### config.mk
export PLATFORM = sky130hd
export DESIGN_NAME = cfg_ram_port
export DESIGN_NICKNAME = d
export VERILOG_FILES = /design/src/rtl/cfg_ram_port.sv
export SDC_FILE = /design/constraint.sdc
export NUM_CORES = 2
export LEC_CHECK = 0
export BUFFER_PORTS_ARGS = -buffer_cell sky130_fd_sc_hd__buf_2
export CORE_ASPECT_RATIO = 0.75
export CORE_UTILIZATION = 45
export DETAILED_ROUTE_END_ITERATION = 10
export SYNTH_ARGS = -nofsm -noshare
export SYNTH_HDL_FRONTEND = slang
export SYNTH_SLANG_ARGS = --single-unit
### constraint.sdc
create_clock -name clk -period 5.6 [get_ports clk]
set_input_delay 1.12 -clock clk [delete_from_list [all_inputs] [get_ports clk]]
set_output_delay 1.12 -clock clk [all_outputs]
set_load 0.1 [all_outputs]
### src/rtl/cfg_ram_port.sv
module cfg_ram_port #(
  parameter int RECORDS   = 32,
  parameter int REC_BYTES = 16,
  parameter int DW        = 8,
  parameter logic [7:0] OFS_DATA = 8'h00,
  parameter logic [7:0] OFS_LO   = 8'h01,
  parameter logic [7:0] OFS_HI   = 8'h02,
  parameter logic [7:0] RST_DATA = 8'hDC,
  parameter int RST_PTR   = 15
) (
  input  logic          clk,
  input  logic          rst_n,
  input  logic [7:0]    addr,
  input  logic [DW-1:0] wdata,
  input  logic          wr_en,
  input  logic          rd_en,
  input  logic          unlock,
  output logic [DW-1:0] rdata
);
  localparam int DEPTH = RECORDS * REC_BYTES;
  localparam int PW    = $clog2(DEPTH);
  localparam int HW    = PW - 8;

  logic [PW-1:0] ptr;
  logic [DW-1:0] mem [DEPTH];

  wire hit_d  = addr == OFS_DATA;
  wire hit_lo = addr == OFS_LO;
  wire hit_hi = addr == OFS_HI;
  wire rd_any = rd_en & ~wr_en;
  wire do_wr  = wr_en & hit_d & unlock;
  wire do_rd  = rd_any & hit_d & unlock;

  always_ff @(posedge clk)
    if (do_wr) mem[ptr] <= wdata;

  always_ff @(posedge clk or negedge rst_n)
    if (!rst_n)                ptr <= PW'(RST_PTR);
    else if (do_wr || do_rd)   ptr <= ptr + PW'(1);
    else if (wr_en && hit_lo)  ptr[7:0] <= wdata[7:0];
    else if (wr_en && hit_hi)  ptr[PW-1:8] <= wdata[HW-1:0];

  always_ff @(posedge clk or negedge rst_n)
    if (!rst_n) rdata <= RST_DATA;
    else if (rd_any) begin
      if (hit_d)       rdata <= unlock ? mem[ptr] : '0;
      else if (hit_lo) rdata <= DW'(ptr[7:0]);
      else if (hit_hi) rdata <= DW'(ptr[PW-1:8]);
      else             rdata <= '0;
    end
endmodule


# Word level (Yosys, flattened, before mapping)
# Memory sizes are Yosys's and may differ from the RTL's.
# Cells that the tools add are included.
# totals
latchBits,0
ff_bits,17
elab_cells,31
mem_bits_ro,0
inputBits,21
n_memories,1
output_inout_bits,8
mem_bits_rw,4096
# op_classes
n_mul,0
n_mux,10
n_eq_ne,3
reduce_logical,7
add_sub_neg,1
n_bitwise,6
shift,0
n_div,0
n_lt_le_gt_ge,0
# mem_list
name,words,word_bits,rd,rd_clocked_by_memory_dff,wr,line,text
mem,512,8,1,0,1,25,logic [DW-1:0] mem [DEPTH];
# op_table
operator,n
8-bit two-way mux,4
9-bit by 1-bit adder with 9-bit output (second input constant),1
9-bit two-way mux,1
8-bit by 1-bit equality test with 1-bit output (second input constant),1
8-bit by 2-bit equality test with 1-bit output (second input constant),1
8-bit logical NOT,1
1-bit AND,5
1-bit two-way mux,5
2-bit nonzero test,2
1-bit logical AND,2
2-bit != test (second input constant),1
2-bit AND reduction,1
1-bit logical OR,1
1-bit inverter,1

# Longest topological paths before layout
# logic_depth
depth_word,7
depth_mapped,14
mapped_depth_nobuf,7

# Worst setup path after synthesis
# OpenSTA, ideal clock, no wires.
# synth_path
kind,in2reg
start,in addr[5]
end,mem mem[162][0] (enable)
t_required_ps,5230
path_buffers,1
slack_ps,2080
t_arrival_ps,3149
setup_time_ps,370
cell_stages,6
cell_sequence,or4_1 > nor3_1 > and3_1 > nand2_1 > clkbuf_1 > nor2_1
# synth_between
elab_chain_len,5
# synth_rtl
element,line,text
start: declaration,13,"input logic [7:0] addr,"
8-bit logical NOT,27,wire hit_d = addr == OFS_DATA;
1-bit AND (2 in series),31,wire do_wr = wr_en & hit_d & unlock;
1-bit two-way mux,35,if (do_wr) mem[ptr] <= wdata;
1-bit two-way mux (not written as such),35,
end: declaration,25,
# No other way between the ends.

# Worst setup path after layout
# layout_path
start,reg ptr[0]
end,reg rdata[3]
# layout_between
elab_chain_len,3
# layout_rtl
element,line,text
start: declaration,24,logic [PW-1:0] ptr;
start signal: assignment,38,if (!rst_n) ptr <= PW'(RST_PTR);
start signal: assignment,39,else if (do_wr || do_rd) ptr <= ptr + PW'(1);
start signal: assignment,40,else if (wr_en && hit_lo) ptr[7:0] <= wdata[7:0];
memory read 512 x 8 bit,-,
8-bit two-way mux (2 in series),46,if (hit_d) rdata <= unlock ? mem[ptr] : '0;
end signal: assignment,46,
end signal: assignment,47,else if (hit_lo) rdata <= DW'(ptr[7:0]);
end signal: assignment,48,else if (hit_hi) rdata <= DW'(ptr[PW-1:8]);
end: declaration,18,output logic [DW-1:0] rdata
# No other way between the ends.
# A chain may end at the register's enable or synchronous reset.

==> impl_metrics.json <==
{
  "synth-simple-area-share": 0.0298,
  "timing.final.ws_setup_ns": 0.255,
  "cts_sinks": 4113,
  "crit_type": "flip-flop to flip-flop",
  "fmax_mhz": 187,
  "setup_tns_ns": 0,
  "root_buffer": "clkbuf_16",
  "wire_per_inst_microns": 35.4,
  "rsz0062_at_grt": "false",
  "crit_arrival_ns": 6.18,
  "via_count": 81100,
  "placedCellCount": 12100,
  "cts_setup_buffers": 0,
  "die_y_microns": 518,
  "worst_pin_slew_ns": 1.39,
  "grt_max_degree": 204,
  "vias_per_cell": 6.35,
  "fillers": 27600,
  "fin_nets": 7821,
  "p_per_area_nw_per_um2": 354,
  "timing.rr.start": "ptr[0]$_DFFE_PN1P_",
  "hold_viol": 0,
  "initialDrtViolationCount": 12100,
  "ys.flop_type": "edfxtp_1",
  "row_count": 189,
  "report.final.slew_viol_count": 0,
  "syn2layout_area_growth_pct": 12.2,
  "period_needed_ns": 5.35,
  "dr.pass1.iters": 8,
  "htreeDepth": 5,
  "yosys_warnings": 0,
  "final_cell_mix": "4,096 x edfxtp_1, 976 x mux4_2, 556 x nor2_1, 384 x clkbuf_16, 305 x mux2i_1",
  "start_util": 0.452,
  "yosysSeqAreaShare": 0.773,
  "wl_mm": 453,
  "globalRouteOverflowTotal": 0,
  "layout_commonest_cell": "edfxtp_1",
  "cts_tree": "built",
  "setup.worst_path.end_class": "flip-flop",
  "synth_xor_area_frac": 0,
  "hpwlAfterDp_mm": 283,
  "rr_worst_depth": 11,
  "antenna_found_initial": 17,
  "synthMuxAreaShare": 0.158,
  "grtUsageTotal": 0.251,
  "p_leak_nw": 54.0,
  "critPathRequiredTime_ns": 6.44,
  "rr_endpoint": "rdata[3]$_DFFE_PN1P_",
  "numCtsBuffers": 377,
  "r2r_slack_ns": 0.25,
  "synthesis.nets": 7532,
  "outcome": "finished, final reports clean",
  "die_w_microns": 690,
  "dpl_worst_slack_ns": 0.233,
  "crit_path_start_kind": "flip-flop",
  "async_flop_share": 0.00413,
  "yosysUniqueCellTypes": 70,
  "grt_pass1_vias": 80100,
  "hold_path_class": "primary input to async pin",
  "postSynthAreaPerCell_sq_um": 21.3,
  "synthAdderAreaFrac": 0.000313,
  "core_area_sq_um": 353000,
  "min_period_over_period": 0.955,
  "syn-cell-area_sq_um": 160000,
  "multi_input_area_sq_um": 34100,
  "cts_buffer_depth": 4,
  "portBuffers": 28,
  "io_pins": 29,
  "seq_area_sq_um": 123000,
  "post-route-drc-count": 0,
  "maxCapViolations": 0,
  "gp_congestion": 0.960,
  "grt_pass1_wl_mm": 637,
  "cts_resized": 0,
  "postCtsHoldBufs": 0,
  "fin_skew_ns": 0.0642,
  "clk_pin_slew_ns": 0.07,
  "synth_edf_count": 4096,
  "synth_top_family_by_area": "multiplexers",
  "cp_max_fo": 41,
  "synth_compound_area_frac": 0.0237,
  "drive_above_1_share": 0.243,
  "fin_cells": 12800,
  "ant_nets": 0,
  "finalSetupViolCount": 0,
  "die_area_sq_um": 357000,
  "max_slew_margin": 0.0455,
  "synth_seq_cells": 4113,
  "syn-instance-count": 7507,
  "ir_worst_vdd_uv": 340,
  "clk_latency_ns": 0.96
}
## per-layer routing
layer / GRT usage / routed length [microns] / up-vias
li1: - / - / 32000
met5: 0.00638 / 484 / -
met3: 0.0846 / 58400 / 732
met4: 0.0607 / 12400 / 12
met2: 0.351 / 193000 / 4820
met1: 0.379 / 189000 / 43500
## kinds of logic (layout without fill, tap and decap cells)
logic type                 Yosys count  count (layout)
DFF                               4113            4113
muxes                             1296            1296
and+or+nand+nor                   1053            1053
AOI/OAI and AO/OA                  547             547
buffers and inverters              494            1081
adders and majority gates            4               4
other                                0               8
## worst max-delay path by stage
stage,endpoint,start,cells past startpoint
final,rdata[3]$_DFFE_PN1P_,ptr[0]$_DFFE_PN1P_,11
after global routing,rdata[0]$_DFFE_PN0P_,ptr[0]$_DFFE_PN1P_,10
after CTS,rdata[0]$_DFFE_PN0P_,ptr[0]$_DFFE_PN1P_,10
after detailed placement,rdata[0]$_DFFE_PN0P_,ptr[0]$_DFFE_PN1P_,10
after global placement,rdata[0]$_DFFE_PN0P_,ptr[0]$_DFFE_PN1P_,10
after floorplan,mem[162][0]$_DFFE_PP_,addr[5],6
## state kept, by name, summed over array words and instances, names as in the netlist
name   cells
ptr        9
rdata      8
mem     4096
## Yosys cell counts (20+ instances only)
| cell | n | area (sq um) |
|---|---|---|
| a221oi_1 | 36 | 315 |
| nand3_1 | 82 | 410 |
| a22oi_1 | 101 | 758 |
| clkbuf_1 | 214 | 803 |
| and3_1 | 27 | 169 |
| o22ai_1 | 101 | 632 |
| nand2_1 | 159 | 597 |
| o21ai_0 | 78 | 390 |
| mux4_2 | 976 | 22000 |
| buf_6 | 33 | 372 |
| a22o_1 | 33 | 289 |
| nand4_1 | 86 | 538 |
| mux2i_1 | 306 | 3060 |
| nor3_1 | 28 | 140 |
| edfxtp_1 | 4096 | 123000 |
| a211oi_1 | 20 | 150 |
| a21oi_1 | 70 | 350 |
| buf_4 | 61 | 458 |
| buf_1 | 26 | 97.6 |
| buf_2 | 153 | 766 |
| nor2b_1 | 20 | 125 |
| nor2_1 | 558 | 2090 |
## cell type report
type                    count  area share
diodes                      8    0.000112
clock buffers             467      0.0555
clock inverters           210      0.0109
inverters                   6    0.000196
multi-input cells        2900       0.190
flip-flops and latches   4113       0.689
well taps                4679      0.0327
repair buffers            398      0.0216
## power breakdown
part           switching (mW)  leakage (nW)  internal (mW)
clock network            11.4          5.79           14.2
registers              0.0824          37.0           33.8
logic                    2.53          11.3           1.45
total                    14.0          54.0           49.5
## critical path: stages, from the launching register on
cell	delay, ns
dfstp_4	1.27
buf_12	0.35
inv_8	0.19
buf_4	0.45
mux2i_1	0.22
o22ai_1	0.12
o21ai_0	0.58
buf_4	0.30
nand4_1	0.29
nor4b_1	0.85
buf_4	0.26
a21oi_1	0.06
## metrics by stage
stage	hold WS [ns]	cell area, sq um	power (mW)	utilization
3_3_place_gp	0.753	167000	38.5	0.473
2_1_floorplan	0.743	160000	36.7	-
6_report	0.158	179000	63.4	0.507
3_5_place_dp	0.764	167000	38.6	0.473
4_1_cts	0.111	179000	63.6	0.507
5_1_grt	0.141	179000	64.9	0.507
(Power assumes the default switching activity.)
